==> src/rtl/pwrup_seq_pkg.sv <==
package pwrup_seq_pkg;
  typedef enum logic [2:0] {
    PH_IDLE,
    PH_PRE,
    PH_CFG,
    PH_POST,
    PH_DONE
  } phase_e;

  localparam int PRE_STEPS  = 5;
  localparam int POST_STEPS = 2;
endpackage

==> src/rtl/pwrup_step_rom.sv <==
module pwrup_step_rom
  import pwrup_seq_pkg::*;
#(
  parameter int ADDR_W = 12,
  parameter int DATA_W = 8
) (
  input  phase_e            ph,
  input  logic [2:0]        step,
  output logic [ADDR_W-1:0] addr,
  output logic [DATA_W-1:0] data
);
  // Fixed bring-up writes; the order is the behaviour.
  always_comb begin
    addr = '0;
    data = '0;
    if (ph == PH_PRE) begin
      case (step)
        3'd0:    begin addr = ADDR_W'(12'h026); data = DATA_W'(0);  end
        3'd1:    begin addr = ADDR_W'(12'h026); data = DATA_W'(1);  end
        3'd2:    begin addr = ADDR_W'(12'h020); data = DATA_W'(53); end
        3'd3:    begin addr = ADDR_W'(12'h00F); data = DATA_W'(4);  end
        default: begin addr = ADDR_W'(12'h019); data = DATA_W'(1);  end
      endcase
    end else if (ph == PH_POST) begin
      if (step == 3'd0) begin
        addr = ADDR_W'(12'h016);
        data = DATA_W'(1);
      end else begin
        addr = ADDR_W'(12'h019);
        data = DATA_W'(0);
      end
    end
  end
endmodule

==> src/rtl/pwrup_seq_ctrl.sv <==
module pwrup_seq_ctrl
  import pwrup_seq_pkg::*;
#(
  parameter int CFG_DEPTH = 16,
  parameter int IDX_W     = 4,
  parameter int CNT_W     = 5
) (
  input  logic             clk,
  input  logic             rst_n,
  input  logic             start,
  input  logic [CNT_W-1:0] cfg_count,
  input  logic             req_valid,
  input  logic             req_ready,
  output phase_e           nxt_phase,
  output logic [IDX_W-1:0] nxt_idx,
  output logic             load,
  output logic             clear,
  output logic             done
);
  phase_e           phase_q;
  logic [IDX_W-1:0] idx_q;
  logic [CNT_W-1:0] eff_cnt;
  logic             accept;
  logic             last_cfg;

  assign accept   = req_valid & req_ready;
  assign eff_cnt  = (int'(cfg_count) > CFG_DEPTH) ? CNT_W'(CFG_DEPTH) : cfg_count;
  assign last_cfg = (int'(idx_q) + 1) == int'(eff_cnt);
  assign done     = (phase_q == PH_DONE);

  always_comb begin
    nxt_phase = phase_q;
    nxt_idx   = idx_q;
    load      = 1'b0;
    clear     = 1'b0;
    case (phase_q)
      PH_IDLE: if (start) begin
        nxt_phase = PH_PRE;
        nxt_idx   = '0;
        load      = 1'b1;
      end
      PH_PRE: if (accept) begin
        load = 1'b1;
        if (int'(idx_q) == PRE_STEPS - 1) begin
          nxt_phase = (eff_cnt == '0) ? PH_POST : PH_CFG;
          nxt_idx   = '0;
        end else begin
          nxt_idx = idx_q + IDX_W'(1);
        end
      end
      PH_CFG: if (accept) begin
        load = 1'b1;
        if (last_cfg) begin
          nxt_phase = PH_POST;
          nxt_idx   = '0;
        end else begin
          nxt_idx = idx_q + IDX_W'(1);
        end
      end
      PH_POST: if (accept) begin
        if (int'(idx_q) == POST_STEPS - 1) begin
          nxt_phase = PH_DONE;
          clear     = 1'b1;
        end else begin
          nxt_idx = idx_q + IDX_W'(1);
          load    = 1'b1;
        end
      end
      default: ;
    endcase
  end

  always_ff @(posedge clk) begin
    if (!rst_n) begin
      phase_q <= PH_IDLE;
      idx_q   <= '0;
    end else begin
      phase_q <= nxt_phase;
      idx_q   <= nxt_idx;
    end
  end
endmodule

==> src/rtl/pwrup_req_reg.sv <==
module pwrup_req_reg #(
  parameter int ADDR_W = 12,
  parameter int DATA_W = 8
) (
  input  logic              clk,
  input  logic              rst_n,
  input  logic              load,
  input  logic              clear,
  input  logic [ADDR_W-1:0] nxt_addr,
  input  logic [DATA_W-1:0] nxt_data,
  output logic              req_valid,
  output logic [ADDR_W-1:0] req_addr,
  output logic [DATA_W-1:0] req_data
);
  always_ff @(posedge clk) begin
    if (!rst_n) begin
      req_valid <= 1'b0;
      req_addr  <= '0;
      req_data  <= '0;
    end else if (load) begin
      req_valid <= 1'b1;
      req_addr  <= nxt_addr;
      req_data  <= nxt_data;
    end else if (clear) begin
      req_valid <= 1'b0;
    end
  end
endmodule

==> src/rtl/pwrup_init_seq.sv <==
module pwrup_init_seq
  import pwrup_seq_pkg::*;
#(
  parameter int CFG_DEPTH = 16,
  parameter int ADDR_W    = 12,
  parameter int DATA_W    = 8,
  localparam int IDX_W    = ($clog2(CFG_DEPTH) > 3) ? $clog2(CFG_DEPTH) : 3,
  localparam int CNT_W    = $clog2(CFG_DEPTH + 1)
) (
  input  logic              clk,
  input  logic              rst_n,
  input  logic              start,
  input  logic [CNT_W-1:0]  cfg_count,
  output logic [IDX_W-1:0]  cfg_rd_idx,
  input  logic [ADDR_W-1:0] cfg_addr,
  input  logic [DATA_W-1:0] cfg_data,
  output logic              req_valid,
  input  logic              req_ready,
  output logic [ADDR_W-1:0] req_addr,
  output logic [DATA_W-1:0] req_data,
  output logic              done
);
  phase_e            nxt_phase;
  logic [IDX_W-1:0]  nxt_idx;
  logic              load;
  logic              clear;
  logic [ADDR_W-1:0] rom_addr;
  logic [DATA_W-1:0] rom_data;
  logic [ADDR_W-1:0] mux_addr;
  logic [DATA_W-1:0] mux_data;

  pwrup_seq_ctrl #(
    .CFG_DEPTH(CFG_DEPTH), .IDX_W(IDX_W), .CNT_W(CNT_W)
  ) u_ctrl (
    .clk(clk), .rst_n(rst_n), .start(start), .cfg_count(cfg_count),
    .req_valid(req_valid), .req_ready(req_ready),
    .nxt_phase(nxt_phase), .nxt_idx(nxt_idx),
    .load(load), .clear(clear), .done(done)
  );

  pwrup_step_rom #(.ADDR_W(ADDR_W), .DATA_W(DATA_W)) u_rom (
    .ph(nxt_phase), .step(nxt_idx[2:0]), .addr(rom_addr), .data(rom_data)
  );

  assign cfg_rd_idx = nxt_idx;
  assign mux_addr   = (nxt_phase == PH_CFG) ? cfg_addr : rom_addr;
  assign mux_data   = (nxt_phase == PH_CFG) ? cfg_data : rom_data;

  pwrup_req_reg #(.ADDR_W(ADDR_W), .DATA_W(DATA_W)) u_req (
    .clk(clk), .rst_n(rst_n), .load(load), .clear(clear),
    .nxt_addr(mux_addr), .nxt_data(mux_data),
    .req_valid(req_valid), .req_addr(req_addr), .req_data(req_data)
  );
endmodule

==> config.mk <==
export PLATFORM = sky130hd
export DESIGN_NAME = pwrup_init_seq
export DESIGN_NICKNAME = d
export VERILOG_FILES = /design/src/rtl/pwrup_seq_pkg.sv /design/src/rtl/pwrup_step_rom.sv /design/src/rtl/pwrup_seq_ctrl.sv /design/src/rtl/pwrup_req_reg.sv /design/src/rtl/pwrup_init_seq.sv
export SDC_FILE = /design/constraint.sdc
export NUM_CORES = 1
export LEC_CHECK = 0
export ABC_CLOCK_PERIOD_IN_PS = 5000
export BUFFER_PORTS_ARGS = -buffer_cell sky130_fd_sc_hd__clkbuf_2
export CAP_MARGIN = 20
export CORE_ASPECT_RATIO = 0.6
export CORE_MARGIN = 5
export CORE_UTILIZATION = 57
export DETAILED_ROUTE_END_ITERATION = 12
export PLACE_DENSITY = 0.9
export SLEW_MARGIN = 10
export SYNTH_ARGS = -nofsm -noshare
export SYNTH_HDL_FRONTEND = slang
export SYNTH_HIERARCHICAL = 1
export SYNTH_SLANG_ARGS = --single-unit
==> constraint.sdc <==
create_clock -name clk -period 5 [get_ports clk]
set_input_delay 0.5 -clock clk [delete_from_list [all_inputs] [get_ports clk]]
set_output_delay 0.5 -clock clk [all_outputs]
set_load 0.005 [all_outputs]
# Word level (Yosys, flattened, before mapping)
# Cells that the tools add are included.
dict set report op_classes {
  n_reduce_logical 6
  mux 38
  addsub 2
  bitwise 1
  multipliers 0
  eq_ne 13
  order_cmp 1
  n_shift 0
  div 0
}
# cell count
set ops {}
lappend ops {{$mux 12} 3}
lappend ops {{$pmux 6 s3} 2}
lappend ops {{$eq 32x6->1} 1}
lappend ops {{$mux 4} 8}
lappend ops {{$mux 8} 3}
lappend ops {{$mux 3} 7}
lappend ops {{$eq 3x2->1 const B} 6}
lappend ops {{$pmux 4 s4} 1}
lappend ops {{$pmux 3 s4} 1}
lappend ops {{$mux 1} 11}
lappend ops {{$eq 3x1->1 const B} 3}
lappend ops {{$logic_not 3->1} 2}
lappend ops {{$add 4x1->5 const B} 1}
lappend ops {{$gt 5x5->1 const B} 1}
lappend ops {{$logic_not 5->1} 1}
lappend ops {{$mux 5} 1}
lappend ops {{$add 4x1->4 const B} 1}
lappend ops {{$eq 4x2->1 const B} 1}
lappend ops {{$eq 4x4->1 const B} 1}
lappend ops {{$reduce_or 2->1} 2}
lappend ops {{$eq 3x3->1 const B} 1}
lappend ops {{$pmux 1 s3} 1}
lappend ops {{$reduce_bool 2->1} 1}
lappend ops {{$and 1x1->1} 1}
dict set report word_totals {
  wordCells 66
  latch_bits 0
  mem_count 0
  reg_bits 28
  ram_bits 0
  inputBits 29
  output_inout_bits 26
  romBits 0
}

# Longest topological paths before layout
# Gate-level depths: netlist of run 1.
dict set report logic_depth {
  depth_word 11
  ltp_mapped 14
  depth_no_buf 13
}

# Cells and area by module
# The synthesis of run 1 kept the hierarchy.
# module seq_area_each_um2 area_per_inst_um2 instances cells_each
set modules_own_cells {}
lappend modules_own_cells {pwrup_seq_ctrl 140.1 832.0 1 114}
lappend modules_own_cells {pwrup_req_reg 420.4 818.3 1 68}
lappend modules_own_cells {pwrup_init_seq 0.0 266.5 1 23}
lappend modules_own_cells {pwrup_step_rom 0.0 217.7 1 34}

# Worst setup path after synthesis of run 1
# OpenSTA, ideal clock, no wires.
dict set report synth_path {
  kind {register to register}
  start {reg u_ctrl.idx_q[0]}
  end {reg u_req.req_data[5]}
  path_buffers 1
  slack_ns 2.024
  arrival_ns 2.911
  stages_incl_launch_ff 14
  setup_ns 0.065
  period_less_slack_ns 2.976
  t_required_ns 4.935
  path_cell_list {dfxtp_1 > ha_1 > or3b_1 > a211oi_2 > o21ai_2 > or4_4 > nand3_1 > and2b_1 > nand2_1 > nor3b_1 > buf_4 > mux2_2 > mux2i_1 > nor2b_1}
}
dict set report synth_via {
  elab_cells_between_ends 31
  classes_between {add/sub (2); eq/ne (7); mux (21); reduce/logical (1)}
}
# element line_no
set synth_lines {}
lappend synth_lines {{start: declaration} pwrup_seq_ctrl.sv:21} ;# logic [IDX_W-1:0] idx_q;
lappend synth_lines {{start signal: assignment} pwrup_seq_ctrl.sv:79} ;# idx_q <= nxt_idx;
lappend synth_lines {{$add 4x1->5} pwrup_seq_ctrl.sv:28} ;# assign last_cfg = (int'(idx_q) + 1) == int'(eff_cnt);
lappend synth_lines {{$eq 32x6->1} pwrup_seq_ctrl.sv:28}
lappend synth_lines {{$mux 3} pwrup_seq_ctrl.sv:53} ;# if (last_cfg) begin
lappend synth_lines {{$mux 3} pwrup_seq_ctrl.sv:51} ;# PH_CFG: if (accept) begin
lappend synth_lines {{$pmux 3 s4 *} pwrup_seq_ctrl.sv:36} ;# case (phase_q)
lappend synth_lines {{named net nxt_phase[0]} pwrup_init_seq.sv:23} ;# phase_e nxt_phase;
lappend synth_lines {{$eq 3x1->1 *} pwrup_step_rom.sv:16} ;# if (ph == PH_PRE) begin
lappend synth_lines {{$mux 8 *} pwrup_step_rom.sv:16}
lappend synth_lines {{named net rom_data[5]} pwrup_init_seq.sv:28} ;# logic [DATA_W-1:0] rom_data;
lappend synth_lines {{$mux 8 *} pwrup_init_seq.sv:47} ;# assign mux_data = (nxt_phase == PH_CFG) ? cfg_data : rom_data;
lappend synth_lines {{named net mux_data[5]} pwrup_init_seq.sv:30} ;# logic [DATA_W-1:0] mux_data;
lappend synth_lines {{end signal: assignment} pwrup_req_reg.sv:23} ;# req_data <= nxt_data;
lappend synth_lines {{end: declaration} pwrup_req_reg.sv:13} ;# output logic [DATA_W-1:0] req_data
# The timed path passes the listed nets; every way through them passes the cells marked *.
# A chain may end at the register's enable or synchronous reset.

# Worst setup path in the final report of run 1
dict set report layout_path {
  start {reg u_ctrl.idx_q[0]}
  end {reg u_req.req_data[5]}
}
dict set report layout_via {
  elab_cells_between_ends 31
  classes_between {add/sub (2); eq/ne (7); mux (21); reduce/logical (1)}
}
# element line_no
set layout_lines {}
lappend layout_lines {{$add 4x1->5} pwrup_seq_ctrl.sv:28}
lappend layout_lines {{$eq 32x6->1} pwrup_seq_ctrl.sv:28}
lappend layout_lines {{$mux 3} pwrup_seq_ctrl.sv:53}
lappend layout_lines {{$mux 3} pwrup_seq_ctrl.sv:51}
lappend layout_lines {{$pmux 3 s4 *} pwrup_seq_ctrl.sv:36}
lappend layout_lines {{named net nxt_phase[0]} pwrup_init_seq.sv:23}
lappend layout_lines {{$eq 3x1->1} pwrup_step_rom.sv:16}
lappend layout_lines {{$mux 8} pwrup_step_rom.sv:16}
lappend layout_lines {{$mux 8 *} pwrup_init_seq.sv:47}
lappend layout_lines {{named net mux_data[5]} pwrup_init_seq.sv:30}
# Marked as above.

==> results of run 1 <==
[placed cells by master (no fill, tap or decap), types with 2 or more instances in the layout]
cell	netlist	routed
a211oi_1	2	2
a21oi_1	7	7
a31o_2	2	2
a31oi_1	3	3
and2_1	7	7
and3_1	2	2
clkbuf_2	0	54
clkbuf_8	0	3
conb_1	1	10
dfxtp_1	28	28
ha_1	3	3
inv_1	10	10
mux2_2	19	19
mux2i_1	21	21
nand2_1	13	13
nand2b_1	6	6
nand3_1	4	4
nor2_1	11	11
nor2b_1	23	23
nor3_1	7	6
nor3b_1	3	3
o2111ai_1	2	2
o21a_1	2	2
o21ai_0	4	4
o31ai_1	2	2
o32ai_1	2	2
or3b_1	2	2
xor2_1	2	2
[how the worst max path moves through the flow]
stage | cells past startpoint | endpoint | start
finish | 13 | u_req/req_data[5] | u_ctrl/idx_q[0]
global route | 13 | u_req/req_data[5] | u_ctrl/idx_q[0]
CTS | 11 | u_req/req_addr[2] | u_ctrl/idx_q[0]
detailed placement | 11 | u_req/req_data[0] | u_ctrl/idx_q[0]
global placement | 13 | u_req/req_data[5] | u_ctrl/idx_q[0]
floorplan | 13 | u_req/req_data[5] | u_ctrl/idx_q[0]
[final cells by class]
| cell class | count | area [µm²] |
|---|---|---|
| clock buffer | 3 | 41.3 |
| timing repair buffer | 55 | 278 |
| tap | 47 | 58.8 |
| fill | 301 | 1260 |
| sequential | 28 | 561 |
| clock inverter | 1 | 30.0 |
| multi-input combinational | 184 | 1370 |
| inverter | 10 | 37.5 |
[logic make-up (layout without fill, tap and decap cells)]
kind of cell / Yosys count / in the layout
buffers and inverters: 36 / 69
and+or+nand+nor: 87 / 87
DFF: 28 / 28
other: 1 / 10
xor gates and xnor gates: 3 / 3
muxes: 41 / 41
AOI/OAI and AO/OA: 39 / 39
adders and majority gates: 4 / 4
[flip-flops by register name (all words and copies together) (netlist names)]
signal,cells
u_req/req_addr,12
u_req/req_valid,1
u_req/req_data,8
u_ctrl/phase_q,3
u_ctrl/idx_q,4
[per-stage QoR]
| stage | hold slack [ps] | total power [mW] | util, % |
|---|---|---|---|
| 6_report | 525 | 0.521 | 65.2 |
| 4_1_cts | 536 | 0.523 | 65.2 |
| 3_5_place_dp | 509 | 0.346 | 63.3 |
| 2_1_floorplan | 507 | 0.324 | - |
| 3_3_place_gp | 497 | 0.343 | 63.3 |
| 5_1_grt | 545 | 0.542 | 65.2 |
[where the power goes]
group	leakage (nW)	internal (mW)	switching (mW)
sequential	0.229	0.233	0.00705
combinational	0.789	0.0486	0.0548
clock	0.0357	0.107	0.0697
total	1.05	0.389	0.132
[worst min-delay path, cell delays in order (launching register included)]
cell     delay [ps]
dfxtp_1         340
mux2i_1          60
nor2b_1          90
[routing by layer]
layer | global-route usage, % | wire length, µm
met3 | 5.63 | 503
met2 | 30.5 | 2310
met5 | 0 | 0
met4 | 2.97 | 52
met1 | 27.7 | 2310
==> metrics, run 1 <==
top_reg_cell synth=dfxtp_1; final setup fails=0; CTS Root Cell=clkbuf_8; initial DRC count=approximately 130; pre-CTS setup slack=1560 ps; crit-path leading delay family=simple AND/OR/NAND/NOR gates; R2R depth=13; Post CTS Setup Buffer Count=0; min-delay src=u_req/req_data[6]; ys async rst share=0%; final wirelength=between 5000 and 6000 µm; row count=17; number of synthesized flops with an enable pin=0; Hold Path Class=reg2reg; Reg clk slew, reported paths=~100 ps; first-pass GRT wire length=7950 µm; H-tree levels=1; fmax=between 200 and 300 MHz; Static Leak=1.05 nW; crit share post-route=a little under three quarters; outcome=finished clean; post-layout minimum cycle time=roughly 3600 ps; gr usage total=around 20%; post-route setup slack=approximately 1400 ps; Adder-Cell Fraction of Synth Area=under 10%; DRC viols=0; initial antenna violation count=0; placed insts=about 320; Initial Util=between 50% and 60%; xor and xnor area share after synthesis=under 10%; fin cells=between 300 and 400; post-synth cell types=55; register bit count reported by yosys=28; r2r endpoint=u_req/req_data[5]; Post-synth top cells=dfxtp_1 (28), nor2b_1 (23), mux2i_1 (21), mux2_2 (19); clock sink count=28; clk buf depth=2; Buf/Inv on CP=1; Final #Nets=between 300 and 400; area delta synth->final=11.1%; most common cell in the netlist=dfxtp_1; Yosys top cell area share=26.3%; Compound-Gate Fraction of Synth Area=between 10% and 20%; Worst EP required=5210 ps; total iterations of the first detailed-routing run=4; CTS tree=built; Vias/cell=5.75; worst-skew pair later-pin latency=270 ps; Synth area leaders=dfxtp_1 (26%), mux2_2 (10%), mux2i_1 (9.8%); Num CTS Buffers=3; Reg-to-Reg Start=u_ctrl/idx_q[0]; Post-Synth Simple-Gate Area=between 20% and 30%; WHS Endpoint=u_req/req_data[6]; Max VDD drop=0.165 mV; CP Data Arrival Time=3770 ps; layout cells sized above 1=between 30% and 40%; Placer Congestion=0.945; RSZ-0062 raised after global routing=false; setup_tns=0 ps; Worst setup SP type=flip-flop; Seq/Total Area, Yosys=about a quarter; mapped cell area=2130 µm²; Max-Cap Viols=0; Post-DP HPWL=~4000 µm; post-synth top area cell=dfxtp_1; worst path cell trace=inv_1, ha_1, xor2_1, nor4b_1, nor3_1, or4_4, nand3_1, and2b_1, nand2_1, nor3b_1, mux2_2, mux2i_1, nor2b_1; Die Width=89 µm; Ys Warns=6; CP Class=reg2reg; CP max FO=7; largest net degree at the start of global routing=26; Avg Cell Area, Syn=around 8.9 µm²; CP max-delay cell=or4_4; Routed wire per std cell=roughly 16 µm; Fin. Hold Viols=0; IO buf count=54; Slew HR=between 30% and 40%; # resized after CTS=0; Gate Count Post-Synth=around 240; max incr delay on CP=roughly 550 ps; slew at the pin with the worst max-slew slack=989 ps; total number of vias=~1900; hold path depth=2; Reg2Reg Setup Slack=roughly 1400 ps; Power Density=around 220 nW/µm²; GR Overflow Total=0; die span in y=roughly 57 µm; hold_buf cts=0; Antenna Nets Post-Route=0; vias in the first global route=between 1500 and 2000; Antenna Cells=0; post-route cell area=2370 µm²; Area after DPL=about 2300 µm²; Die Area=between 5000 and 6000 µm²; num ports=55; core area=3640 µm²; count of final max-slew check failures=0; mux contribution to synthesized area=between 20% and 30%; Setup crit end kind=flip-flop; largest family of logic cells by synthesized area=simple AND/OR/NAND/NOR gates; clock skew=about 4.4 ps
Note: power is estimated with default switching activity, not from simulation.
==> run 2, diff against run 1 <==
ABC_CLOCK_PERIOD_IN_PS = 3370   (was 5000)
CORE_UTILIZATION = 53   (was 57)
PLACE_DENSITY = 0.85   (was 0.9)
clock period = 3.37 ns   (was 5 ns; I/O delays follow)
==> run 2 against run 1 <==
Effect of this change:
- cell count rose by 1.8%
- sequential cell count did not move
- register-to-register slack got worse by 1400 ps
- via count rose by 5.2%
==> metrics, run 2 (synthesis results as in run 1) <==
Final #Nets=between 300 and 400; worst path cell trace=inv_1, ha_1, inv_1, nor4_1, nor3_1, or4_4, nand3_2, and2b_1, nand2_1, nor3b_2, mux2_2, mux2i_1, nor2b_1; CP Class=reg2reg; Largest register FFs=12; layout cells sized above 1=between 30% and 40%; slew at the pin with the worst max-slew slack=535 ps; Slew HR=approximately 64%; Hold Path Class=in2reg; Fin. Hold Viols=0; Power Density=313 nW/µm²; outcome=finished clean; CTS Root Cell=clkbuf_8; CTS tree=built; post-layout minimum cycle time=3340 ps; row count=17; hold_buf cts=0; Die Area=between 5000 and 6000 µm²; IO buf count=54; Most common cell on crit path=inv_1; total iterations of the first detailed-routing run=5; GR Overflow Total=0; largest net degree at the start of global routing=26; placed insts=approximately 330; Reg2Reg Setup Slack=30 ps; count of final max-slew check failures=0; initial DRC count=around 330; clock skew=between 2 and 3 ps; H-tree levels=1; commonest non-fill, non-tap cell in the layout=clkbuf_2; Seq. cell area=between 500 and 600 µm²; clk buf depth=2; fin cells=around 330; vias in the first global route=1758; Largest Register=u_req/req_addr; final wirelength=approximately 5600 µm; final core occ=approximately two thirds; initial antenna violation count=0; max incr delay on CP=560 ps; multi-input logic area=1420 µm²; num ports=between 50 and 60; Num CTS Buffers=3; Max-Cap Viols=0; Die Width=91.9 µm; clock sink count=28; Initial Util=a little under three fifths; CP max FO=6; fmax=about 300 MHz; fillers=roughly 290; crit share post-route=between 90 and 100%; die span in y=59.2 µm; first-pass GRT wire length=about 8500 µm; area delta synth->final=16.1%; setup_tns=0 ps; Setup crit end kind=flip-flop; worst-skew pair later-pin latency=around 270 ps; Antenna Cells=0; Max VDD drop=roughly 0.18 mV; Worst EP required=around 3600 ps; Routed wire per std cell=around 17 µm; final setup fails=0; total number of vias=~2000; hold slack=roughly 460 ps; Static Leak=about 1.1 nW; Pwr Total=~0.78 mW; Worst setup SP type=flip-flop; gr usage total=19.1%; Reg clk slew, reported paths=roughly 90 ps; DRC viols=0; CP max-delay cell=or4_4; CP Data Arrival Time=roughly 3600 ps; Placer Congestion=between 1 and 1.5; Vias/cell=about 6; most frequent cells in the layout=clkbuf_2 (54), dfxtp_1 (28), nor2b_1 (23), mux2i_1 (21), mux2_2 (19); Post-DP HPWL=just over 4000 µm; core area=~3800 µm²; Antenna Nets Post-Route=0; Regs by FF count=u_req/req_addr (12), u_req/req_data (8), u_ctrl/idx_q (4)
==> run 2: worst max-delay path: cells and delay by family (launching register included) <==
| family | cells | cell delay (ps) |
|---|---|---|
| buffers and inverters | 2 | 190 |
| adder cells (fa/ha/maj) | 1 | 370 |
| AND/OR/NAND/NOR | 8 | 2050 |
| multiplexers | 2 | 240 |
| flip-flops | 1 | 420 |
==> run 2: final cells by class <==
class,count,share of cell area (%)
well taps,47,2.37
inverters,10,1.51
repair buffers,60,13.2
clock buffers,3,1.67
multi-input cells,185,57.4
clock inverters,1,1.21
flip-flops and latches,28,22.6
==> run 2: what timing repair did <==
| action | in CTS | in global routing |
|---|---|---|
| cloned | 0 | 1 |
| setup endpoints to repair | 1 | 14 |
| pin swaps | 1 | 1 |
| gates resized for setup | 0 | 9 |
| buffers inserted | 0 | 1 |
==> run 2: final timing paths <==
path / startpoint / end / cells after the start
setup / recovery: u_ctrl/idx_q[1] / u_req/req_data[5] / 13
hold reg to reg: u_req/req_addr[6] / u_req/req_addr[6] / 2
hold / removal: cfg_addr[9] / u_req/req_addr[9] / 4
setup reg to reg: u_ctrl/idx_q[1] / u_req/req_data[5] / 13
==> run 2: per-stage QoR <==
stage	cell area (µm²)	setup WS [ps]
floorplan	2170	394
global placement	2330	170
detailed placement	2330	-2.94
CTS	2400	7.38
global route	2480	-44.4
finish	2480	26.9
==> run 2: layer usage <==
layer  track usage (%)  routed length [µm]  up-vias  share of wire, %
li1                  -                   -      917                 -
met1              26.3                2410      910                43
met2              29.7                2380      137                43
met3              6.73                 673       19                12
met4              2.96                 101        0               1.8
met5                 0                   0        -                 0
==> run 2: report_power, final <==
| group | switching, mW | total (mW) | internal (mW) |
|---|---|---|---|
| Sequential | 0.00977 | 0.356 | 0.346 |
| Clock | 0.0992 | 0.258 | 0.159 |
| Combinational | 0.0869 | 0.162 | 0.0750 |
| Total | 0.196 | 0.776 | 0.580 |
